### src/rtl/fb_scanout.sv
module fb_scanout #(
  parameter int H_VIS     = 640,
  parameter int H_FP      = 16,
  parameter int H_SYNC    = 96,
  parameter int H_BP      = 48,
  parameter int V_VIS     = 480,
  parameter int V_FP      = 10,
  parameter int V_SYNC    = 2,
  parameter int V_BP      = 33,
  parameter int RD_LAT    = 2,
  parameter int COL_BITS  = 10,
  parameter int LINE_BITS = 9,
  parameter int BASE_BITS = 11
) (
  input  logic        clk,
  input  logic        rst_n,
  input  logic        reg_we,
  input  logic        reg_sel,
  input  logic [31:0] reg_wdata,
  output logic        mem_rd_o,
  output logic [BASE_BITS+LINE_BITS+COL_BITS-1:0] mem_addr_o,
  input  logic [31:0] mem_rdata_i,
  output logic        de_o,
  output logic        hsync_n_o,
  output logic        vsync_n_o,
  output logic [7:0]  red_o,
  output logic [7:0]  green_o,
  output logic [7:0]  blue_o
);
  localparam int H_TOT = H_VIS + H_FP + H_SYNC + H_BP;
  localparam int V_TOT = V_VIS + V_FP + V_SYNC + V_BP;
  localparam int HW    = $clog2(H_TOT);
  localparam int VW    = $clog2(V_TOT);
  localparam int AW    = BASE_BITS + LINE_BITS + COL_BITS;
  localparam int DLY   = RD_LAT + 1;
  localparam logic [HW-1:0] H_LAST = HW'(H_TOT - 1);
  localparam logic [VW-1:0] V_LAST = VW'(V_TOT - 1);
  localparam logic [HW-1:0] H_VIS_L = HW'(H_VIS);
  localparam logic [VW-1:0] V_VIS_L = VW'(V_VIS);
  localparam logic [HW-1:0] HS_BEG = HW'(H_VIS + H_FP);
  localparam logic [HW-1:0] HS_END = HW'(H_VIS + H_FP + H_SYNC);
  localparam logic [VW-1:0] VS_BEG = VW'(V_VIS + V_FP);
  localparam logic [VW-1:0] VS_END = VW'(V_VIS + V_FP + V_SYNC);
  localparam logic [COL_BITS-1:0]  COL_MAX  = COL_BITS'(H_VIS - 1);
  localparam logic [LINE_BITS-1:0] LINE_MAX = LINE_BITS'(V_VIS - 1);

  logic [BASE_BITS-1:0] base_q, base_sh;
  logic                 en_q, rot_q, en_sh, rot_sh;
  logic [HW-1:0]        h_cnt;
  logic [VW-1:0]        v_cnt;
  logic                 vis, hs_n, vs_n, grab;
  logic [COL_BITS-1:0]  col;
  logic [LINE_BITS-1:0] line;
  logic [DLY-1:0]       de_p, hs_p, vs_p, pv_p;

  always_ff @(posedge clk) begin
    if (!rst_n) begin
      base_q <= '0;
      en_q   <= 1'b0;
      rot_q  <= 1'b0;
    end else if (reg_we) begin
      if (!reg_sel) base_q <= reg_wdata[31 -: BASE_BITS];
      else begin
        en_q  <= reg_wdata[0];
        rot_q <= reg_wdata[1];
      end
    end
  end

  assign grab = (h_cnt == '0) && (v_cnt == V_VIS_L);

  always_ff @(posedge clk) begin
    if (!rst_n) begin
      base_sh <= '0;
      en_sh   <= 1'b0;
      rot_sh  <= 1'b0;
    end else if (grab) begin
      base_sh <= base_q;
      en_sh   <= en_q;
      rot_sh  <= rot_q;
    end
  end

  always_ff @(posedge clk) begin
    if (!rst_n) begin
      h_cnt <= '0;
      v_cnt <= '0;
    end else if (h_cnt == H_LAST) begin
      h_cnt <= '0;
      v_cnt <= (v_cnt == V_LAST) ? '0 : v_cnt + 1'b1;
    end else begin
      h_cnt <= h_cnt + 1'b1;
    end
  end

  assign vis  = (h_cnt < H_VIS_L) && (v_cnt < V_VIS_L);
  assign hs_n = !((h_cnt >= HS_BEG) && (h_cnt < HS_END));
  assign vs_n = !((v_cnt >= VS_BEG) && (v_cnt < VS_END));
  assign col  = rot_sh ? COL_MAX - COL_BITS'(h_cnt) : COL_BITS'(h_cnt);
  assign line = rot_sh ? LINE_MAX - LINE_BITS'(v_cnt) : LINE_BITS'(v_cnt);

  always_ff @(posedge clk) begin
    if (!rst_n) begin
      mem_rd_o   <= 1'b0;
      mem_addr_o <= '0;
    end else begin
      mem_rd_o   <= vis && en_sh;
      mem_addr_o <= {base_sh, line, col};
    end
  end

  always_ff @(posedge clk) begin
    if (!rst_n) begin
      de_p <= '0;
      pv_p <= '0;
      hs_p <= '1;
      vs_p <= '1;
    end else begin
      de_p <= {de_p[DLY-2:0], vis};
      pv_p <= {pv_p[DLY-2:0], vis && en_sh};
      hs_p <= {hs_p[DLY-2:0], hs_n};
      vs_p <= {vs_p[DLY-2:0], vs_n};
    end
  end

  assign de_o      = de_p[DLY-1];
  assign hsync_n_o = hs_p[DLY-1];
  assign vsync_n_o = vs_p[DLY-1];
  assign red_o     = pv_p[DLY-1] ? mem_rdata_i[23:16] : 8'h00;
  assign green_o   = pv_p[DLY-1] ? mem_rdata_i[15:8]  : 8'h00;
  assign blue_o    = pv_p[DLY-1] ? mem_rdata_i[7:0]   : 8'h00;

  assert_visible_cols_R3: assert property (@(posedge clk) disable iff (!rst_n)
    mem_rd_o |-> (mem_addr_o[COL_BITS-1:0] <= COL_MAX));

  assert_fwd_step_R2: assert property (@(posedge clk) disable iff (!rst_n)
    (mem_rd_o && $past(mem_rd_o) && !rot_sh) |->
      (mem_addr_o == AW'($past(mem_addr_o) + 1'b1)));

  assert_rev_step_R4: assert property (@(posedge clk) disable iff (!rst_n)
    (mem_rd_o && $past(mem_rd_o) && rot_sh) |->
      (mem_addr_o == AW'($past(mem_addr_o) - 1'b1)));

  assert_settings_hold_R7: assert property (@(posedge clk) disable iff (!rst_n)
    (v_cnt < V_VIS_L) |=> ($stable(base_sh) && $stable(en_sh) && $stable(rot_sh)));

  assert_de_outside_sync_R9: assert property (@(posedge clk) disable iff (!rst_n)
    de_o |-> (hsync_n_o && vsync_n_o));

  assert_black_off_R6: assert property (@(posedge clk) disable iff (!rst_n)
    !de_o |-> ({red_o, green_o, blue_o} == 24'h0));

  assert_no_read_blank_R6: assert property (@(posedge clk) disable iff (!rst_n)
    (mem_rd_o && !de_p[0]) |-> 1'b0);
endmodule

### config.mk
export PLATFORM = sky130hd
export DESIGN_NAME = fb_scanout
export DESIGN_NICKNAME = d
export VERILOG_FILES = /design/src/rtl/fb_scanout.sv
export SDC_FILE = /design/constraint.sdc
export NUM_CORES = 1
export LEC_CHECK = 0
export BUFFER_PORTS_ARGS = -buffer_cell sky130_fd_sc_hd__buf_4
export CORE_UTILIZATION = 53
export CTS_BUF_LIST = sky130_fd_sc_hd__clkbuf_8 sky130_fd_sc_hd__clkbuf_16
export CTS_CLUSTER_SIZE = 20
export DETAILED_ROUTE_END_ITERATION = 8
export HOLD_SLACK_MARGIN = 0.1
export PLACE_DENSITY = 0.85
export SYNTH_ARGS = -nofsm -noshare
export SYNTH_HDL_FRONTEND = slang
export SYNTH_SLANG_ARGS = --single-unit
### constraint.sdc
create_clock -name clk -period 3.4 [get_ports clk]
set_input_delay 0.17 -clock clk [delete_from_list [all_inputs] [get_ports clk]]
set_output_delay 0.17 -clock clk [all_outputs]
set_load 0.02 [all_outputs]
== After elaboration in Yosys (flattened, before gate mapping) ==
Cells that the tools add are included.

* Register bits: 89

* Add/sub/neg operators: 4
* Magnitude comparators: 6
* Equal/unequal tests: 3
* Mux-type cells: 6
* Bitwise logic cells: 2
* Reduce and logical (&&, ||, !) cells: 11

{| class="wikitable"
|+ Operators with widths
! kind !! count
|-
| two-way mux 8 bit || 3
|-
| adder 10 x 1 -> 10 bit (second input constant) || 2
|-
| == test 10 bit (second input constant) || 2
|-
| < comparator 10 bit (second input constant) || 2
|-
| < comparator 10 x 9 -> 1 bit (second input constant) || 2
|-
| two-way mux 10 bit || 2
|-
| == test 10 x 9 -> 1 bit (second input constant) || 1
|-
| >= comparator 10 bit (second input constant) || 1
|-
| >= comparator 10 x 9 -> 1 bit (second input constant) || 1
|-
| logical NOT 10 bit || 1
|-
| subtractor 10 bit (first input constant) || 1
|-
| two-way mux 9 bit || 1
|-
| subtractor 9 bit (first input constant) || 1
|-
| logical AND 1 bit || 5
|-
| AND reduction 2 bit || 2
|-
| logical NOT 1 bit || 2
|-
| inverter 1 bit || 2
|-
| OR reduction 2 bit || 1
|}

== Depth between registers and ports, before layout ==
Gate-level depths: netlist of run 1.

* Depth in word-level cells: 3
* Depth in mapped cells: 7

== Worst setup path after synthesis of run 1 ==
OpenSTA, ideal clock, no wires.

* Path kind: register to register
* From: register h_cnt[0]
* To: register v_cnt[9]
* Arrival time: 1.863 ns
* Required time: 3.286 ns
* Setup slack: 1.423 ns
* Stages on the path, launching flop included: 7
* Cells stage by stage: dfxtp_1 > ha_1 > nand3_1 > or4_1 > clkbuf_1 > mux2i_1 > a2111oi_0

* Longest elaborated chain between the ends: 1

{| class="wikitable"
|+ Ends and longest elaborated chain
! what !! line !! text
|-
| start: declaration || 49 || <nowiki>logic [HW-1:0] h_cnt;</nowiki>
|-
| start signal: assignment || 92 || <nowiki>h_cnt <= h_cnt + 1'b1;</nowiki>
|-
| == test 10 bit || 88 || <nowiki>end else if (h_cnt == H_LAST) begin</nowiki>
|-
| end signal: assignment || 90 || <nowiki>v_cnt <= (v_cnt == V_LAST) ? '0 : v_cnt + 1'b1;</nowiki>
|-
| end: declaration || 50 || <nowiki>logic [VW-1:0] v_cnt;</nowiki>
|}

Every way passes these cells.
A chain may end at the register's enable or synchronous reset.

== Worst setup path in the final report of run 1 ==
Same ends and word-level chain as after synthesis.

==> results of run 1 <==
[per-stage QoR]
step	instance area (sq um)	utilization (%)	total power, mW	std cells	setup slack, ps
finish	4570	71.9	1.97	568	1170
global placement	4200	66.2	1.17	539	1270
global route	4570	71.9	2.04	568	981
floorplan	3490	-	1.13	392	1420
CTS	4570	71.9	1.98	568	1160
detailed placement	4200	66.2	1.18	539	1200
[layer usage]
metal	vias up	GRT usage, %	wire [um]
li1	1463	-	-
met1	1325	28.0	3110
met2	126	36.3	3570
met3	17	5.27	591
met4	0	10.2	148
met5	-	0	0
[worst max-delay path, cell delays in order, from the launching register on]
cell and delay, ps:
dfxtp_1 440, ha_1 260, nand3_1 230, or4_1 700, mux2i_1 170, a2111oi_0 320
[final cells by class]
type                       count  area (sq um)
multi-input combinational    267          1580
clock buffer                  11           151
inverter                       9          33.8
tap                           77          96.3
sequential                    88          1760
timing repair buffer         111           866
clock inverter                 5          80.1
fill                         482          1780
[logic make-up (layout without fill, tap and decap cells)]
| family | count (synthesis) | in the layout | synth area share [%] |
|---|---|---|---|
| AOI/OAI and AO/OA | 46 | 46 | 6.98 |
| xor gates and xnor gates | 29 | 29 | 7.27 |
| adders and majority gates | 8 | 8 | 2.86 |
| buffers and inverters | 37 | 136 | 4.48 |
| DFF | 88 | 88 | 50.4 |
| muxes | 4 | 4 | 1.15 |
| and+or+nand+nor | 180 | 180 | 26.9 |
[placed cells by master (no fill, tap or decap), drive strengths merged, types with 5 or more instances in the layout]
cell type and n:
nand4 5, a21oi 16, o21ai 28, nand2b 5, buf 98, nand2 45, ha 8, and2 41
clkbuf 11, dfxtp 88, dlygate4sd3 13, xor2 6, inv 10, nand3 14, nor2 36, nor4 7
xnor2 23
[cells in the mapped netlist, types with 3 or more instances]
master / instances / area share (%)
a21oi_1: 16 / 2.3
and2_1: 41 / 7.3
and3_1: 4 / 0.72
clkbuf_1: 22 / 2.4
dfxtp_1: 88 / 50
ha_1: 8 / 2.9
inv_1: 9 / 0.97
mux2i_1: 4 / 1.1
nand2_1: 45 / 4.8
nand2b_1: 5 / 0.90
nand3_1: 14 / 2.0
nand4_1: 5 / 0.90
nor2_1: 36 / 3.9
nor2b_1: 4 / 0.72
nor3_1: 3 / 0.43
nor4_1: 7 / 1.3
o21ai_0: 7 / 1.0
o21ai_1: 19 / 2.7
or2_2: 3 / 0.54
xnor2_1: 23 / 5.8
xor2_1: 6 / 1.5
[power groups by stage]
| stage | clock, mW | combinational, mW | sequential (mW) |
|---|---|---|---|
| finish | 0.803 | 0.112 | 1.05 |
| global route | 0.860 | 0.124 | 1.05 |
| CTS | 0.813 | 0.111 | 1.05 |
| detailed placement | 0 | 0.0991 | 1.08 |
| global placement | 0 | 0.0966 | 1.08 |
| floorplan | 0 | 0.0522 | 1.08 |
[worst max-delay path by stage]
stage	slack, ps	cells past startpoint	endpoint	start
final	1170	5	v_cnt[9]	h_cnt[0]
after CTS	1160	5	v_cnt[9]	h_cnt[0]
after global routing	980	5	v_cnt[9]	h_cnt[0]
after detailed placement	1200	5	v_cnt[9]	h_cnt[0]
after global placement	1270	5	v_cnt[9]	h_cnt[0]
after floorplan	1420	6	v_cnt[9]	h_cnt[0]
[flip-flops by register name (all words and copies together), names as in the netlist]
| signal | cells |
|---|---|
| mem_addr_o | 30 |
| base_q | 11 |
| base_sh | 11 |
| h_cnt | 10 |
| v_cnt | 10 |
| de_p | 3 |
| hs_p | 3 |
| pv_p | 3 |
| vs_p | 3 |
| en_q | 1 |
| en_sh | 1 |
| rot_q | 1 |
| rot_sh | 1 |
==> metrics.txt, run 1 <==
status=finished, final reports clean; Final Hold Fails=0; initial antenna violation count=0; R2R Path Start=h_cnt[0]; Async SR Flop Fraction=0%; Root Buffer=clkbuf_8; first-pass GRT wire length=between 10000 and 15000 um; Slew Limit Headroom=between 15 and 20%; clock power share=between 40% and 50%; wirelength, routed=7430 um; CP Class=register to register; all-layer global routing usage=between 20% and 30%; Resize count post-CTS=0; die area=slightly below 7000 sq um; Register-to-Register Path Depth=5; Tcrit/Tclk final=~66%; final setup vio count=0; hpwl dp=roughly 5000 um; WL/cell=around 13 um; combinational share of power=5.7%; number of max-cap violations=0; prevailing post-synth register cell=dfxtp_1; num ports=between 100 and 150; clk buf depth=2; EDFF count, synth=0; Post-Synthesis Cells=approximately 400; Overflow after GRT=0; largest net degree at the start of global routing=40; vias in the first global route=around 2700; initial drt markers=130; antenna cells=0; Final Net Count=approximately 560; hold path cells=3; crit start category=register; via count=between 2000 and 3000; synthesis-stage register bit count=88; Sw Share=between 20% and 30%; Clock Latency Late Sink=between 300 and 400 ps; post-synthesis sequential area ratio=about half; R2R Path End=v_cnt[9]; Crit. End Element=register; Final min period=roughly 2200 ps; Fin Clk Skew=~11 ps; RePlAce Congestion=0.831; Placement Rows=29; Worst EP arrival=roughly 2500 ps; setup TNS=0 ps; Max Fclk=0.448 GHz; Port Buffer Count=between 90 and 100; H-tree Lvls=3; Worst Max-Slew Pin Slew=roughly 1200 ps; Yosys cell types=36; Avg Vias per Cell=slightly above 5; hold wc startpoint=reg_sel; Routed Antenna Nets=0; PwrDens=~430 nW/um^2; Starting Density=between 50% and 60%; Area Growth Syn to Fin=30.6%; CTS clk-pin slew, worst paths=80 ps; DIE HEIGHT=83.2 um; NetSw=0.412 mW; clk sink count=88; Req. time, crit path=approximately 3600 ps; Post-CTS Setup Repair Bufs=0; die width=about 83 um; Sequential Power Share=between 50% and 60%; area of the mapped netlist=between 3000 and 4000 sq um; total core area=approximately 6300 sq um; hold crit path type=input port to register; drt drc=0; Ys Warns=0; VDD IR max=0.000313 V; Max Transition Viols Final=0; Hold Slack=about 120 ps; r2r setup slk=1170 ps; unrepaired setup endpoints after global routing=no; CTS Buf Count=9; cell leakage power=around 1.9 nW; CP max FO=8; internal power=1.56 mW; hold buffer count at CTS=13; share of layout cells above drive strength 1=approximately 24%; Avg Cell Area, Syn=between 8 and 9 sq um; Detailed Routing Iterations Pass 1=5; Post-Syn Nets=roughly 470; Hold Crit Endpoint=en_q; CTS tree=done
Note: power is estimated with default switching activity, not from simulation.
==> run 2, diff against run 1 <==
CORE_UTILIZATION = 44   (was 53)
PLACE_DENSITY = 0.75   (was 0.85)
clock period = 2 ns   (was 3.4 ns; I/O delays follow)
==> run 2 against run 1 <==
Routed wire length increased by 2.9%. Die area increased by 20%. Fmax increased by 17%. Combinational power increased by 96%.
==> metrics.txt, run 2 (synthesis results as in run 1) <==
cell leakage power=2.05 nW (was 1.93 nW); drt drc=0 (unchanged); die width=91.1 um (was 83.2 um); first-pass GRT wire length=12800 um (was 12500 um); via count=2964 (was 2931); met2 usage=33.4% (was 36.3%); Worst EP arrival=2150 ps (was 2460 ps); biggest regs=mem_addr_o (30), base_q (11), base_sh (11) (unchanged); die area=8300 sq um (was 6920 sq um); Post-Place Worst Slack=14.9 ps (was 1200 ps); # placed instances=584 (was 539); share of layout cells above drive strength 1=28.1% (was 24.4%); Routed Antenna Nets=0 (unchanged); CTS clk-pin slew, worst paths=90 ps (was 80 ps); Crit. End Element=register (unchanged); unrepaired setup endpoints after global routing=no (unchanged); CP Class=register to register (unchanged); Buf/Inv on CP=1 (was 0); CP max-delay cell=or4_4 (was or4_1); Placed Area=4390 sq um (was 4200 sq um); Setup crit start=h_cnt[0] (unchanged); Fill cells=644 (was 482); PwrDens=679 nW/um^2 (was 431 nW/um^2); Max Transition Viols Final=0 (unchanged); status=finished, final reports clean (unchanged); Avg Vias per Cell=4.80 (was 5.16); Placement Rows=32 (was 29); hold path cells=4 (was 3); worst setup margin=93.1 ps (was 1170 ps); Finished Layout Cells=618 (was 568); all-layer global routing usage=19.4% (was 22.3%); final setup vio count=0 (unchanged); crit start category=register (unchanged); r2r setup slk=90 ps (was 1170 ps); Port Buffer Count=98 (unchanged); RePlAce Congestion=0.813 (was 0.831); Biggest register=mem_addr_o (unchanged); hold wc startpoint=reg_sel (unchanged); most frequent cells in the layout=118 x buf_4, 88 x dfxtp_1, 44 x nand2_1 (was 98 x buf_4, 88 x dfxtp_1, 45 x nand2_1); Reg area=1760 sq um (unchanged); post-route cell area=4780 sq um (was 4570 sq um); Final Hold Fails=0 (unchanged); grt peak-use layer=met2 (unchanged); Worst Max-Slew Pin Slew=732 ps (was 1200 ps); antenna cells=0 (unchanged); hold crit path type=input port to register (unchanged); Register-to-Register Path Depth=6 (was 5); most common cell after layout, fill and taps aside=buf_4 (unchanged); Max Fclk=0.524 GHz (was 0.448 GHz); Hold Crit Endpoint=base_q[9] (was en_q); hpwl dp=5280 um (was 5080 um); setup TNS=0 ps (unchanged); initial antenna violation count=0 (unchanged); GRT met1 Usage=22.8% (was 28.0%); number of max-cap violations=0 (unchanged); delay-heaviest family, CP=simple AND/OR/NAND/NOR gates (unchanged); CP max FO=5 (was 8); Hold Slack=201 ps (was 118 ps); final core occ=62.2% (was 71.9%); Fin Clk Skew=9.71 ps (was 10.7 ps); initial drt markers=102 (was 130); Final min period=1910 ps (was 2230 ps); num ports=126 (unchanged); Req. time, crit path=2240 ps (was 3630 ps); H-tree Lvls=3 (unchanged); DIE HEIGHT=91.1 um (was 83.2 um); met3 GRT Util=4.77% (was 5.27%); CTS tree=done (unchanged); Tcrit/Tclk final=95.3% (was 65.7%); total core area=7690 sq um (was 6350 sq um); max reg flops=30 (unchanged); Starting Density=45.5% (was 55.0%); area occupied by multi-input gates=1600 sq um (was 1580 sq um); vias in the first global route=2803 (was 2666); VDD IR max=0.000449 V (was 0.000313 V); Pwr Total=3.25 mW (was 1.97 mW); CTS Buf Count=9 (unchanged); wirelength, routed=7640 um (was 7430 um); R2R Path End=v_cnt[9] (unchanged); clk sink count=88 (unchanged); clk buf depth=2 (unchanged); Detailed Routing Iterations Pass 1=4 (was 5); Slew Limit Headroom=51.1% (was 19.6%); WL/cell=12.4 um (was 13.1 um); Overflow after GRT=0 (unchanged); R2R Path Start=h_cnt[0] (unchanged); Clock Latency Late Sink=350 ps (about the same); Largest stage delay, worst path=580 ps (was 700 ps); Final Net Count=587 (was 562); Area Growth Syn to Fin=36.9% (was 30.6%); crit path cell chain=buf_4 -> ha_1 -> nand3_1 -> or4_4 -> mux2i_1 -> a2111oi_0 (was ha_1 -> nand3_1 -> or4_1 -> mux2i_1 -> a2111oi_0); largest net degree at the start of global routing=38 (was 40); Root Buffer=clkbuf_8 (unchanged)
==> run 2: repair_timing <==
| action | in CTS | in global routing |
|---|---|---|
| setup buffers | 0 | 0 |
| endpoints found under the setup margin | 0 | 14 |
| hold endpoints to repair | 13 | 0 |
| hold buffers | 17 | 0 |
| resized for setup | 0 | 6 |
==> run 2: cell type report <==
type / instances / area share, %
Sequential cell: 88 / 36.8
Multi-Input combinational cell: 268 / 33.5
Timing Repair Buffer: 135 / 22.1
Clock buffer: 10 / 2.88
Tap cell: 102 / 2.67
Clock inverter: 6 / 1.39
Inverter: 9 / 0.706
==> run 2: worst max path at each step <==
| stage | to | slack, ps | depth (start not counted) |
|---|---|---|---|
| 2_1_floorplan | v_cnt[9] | 20 | 6 |
| 3_3_place_gp | base_sh[10] | 50 | 6 |
| 5_1_grt | v_cnt[3] | 10 | 8 |
| 3_5_place_dp | en_sh | 10 | 6 |
| 6_report | v_cnt[9] | 90 | 6 |
| 4_1_cts | en_sh | 7 | 6 |
==> run 2: layer usage <==
metal / share of wire [%] / up-vias
li1: - / 1522
met1: 44 / 1318
met2: 46 / 113
met3: 8.3 / 11
met4: 1.7 / 0
met5: 0 / -
==> run 2: power breakdown <==
part / switching (mW) / internal, mW
clock network: 0.625 / 0.618
registers: 0.0118 / 1.77
logic: 0.0994 / 0.119
total: 0.736 / 2.51
==> run 2: tightest hold or removal path: stages <==
cell and delay (ps):
buf_4 100, nor2b_1 150, nand2_1 110, a21oi_1 50
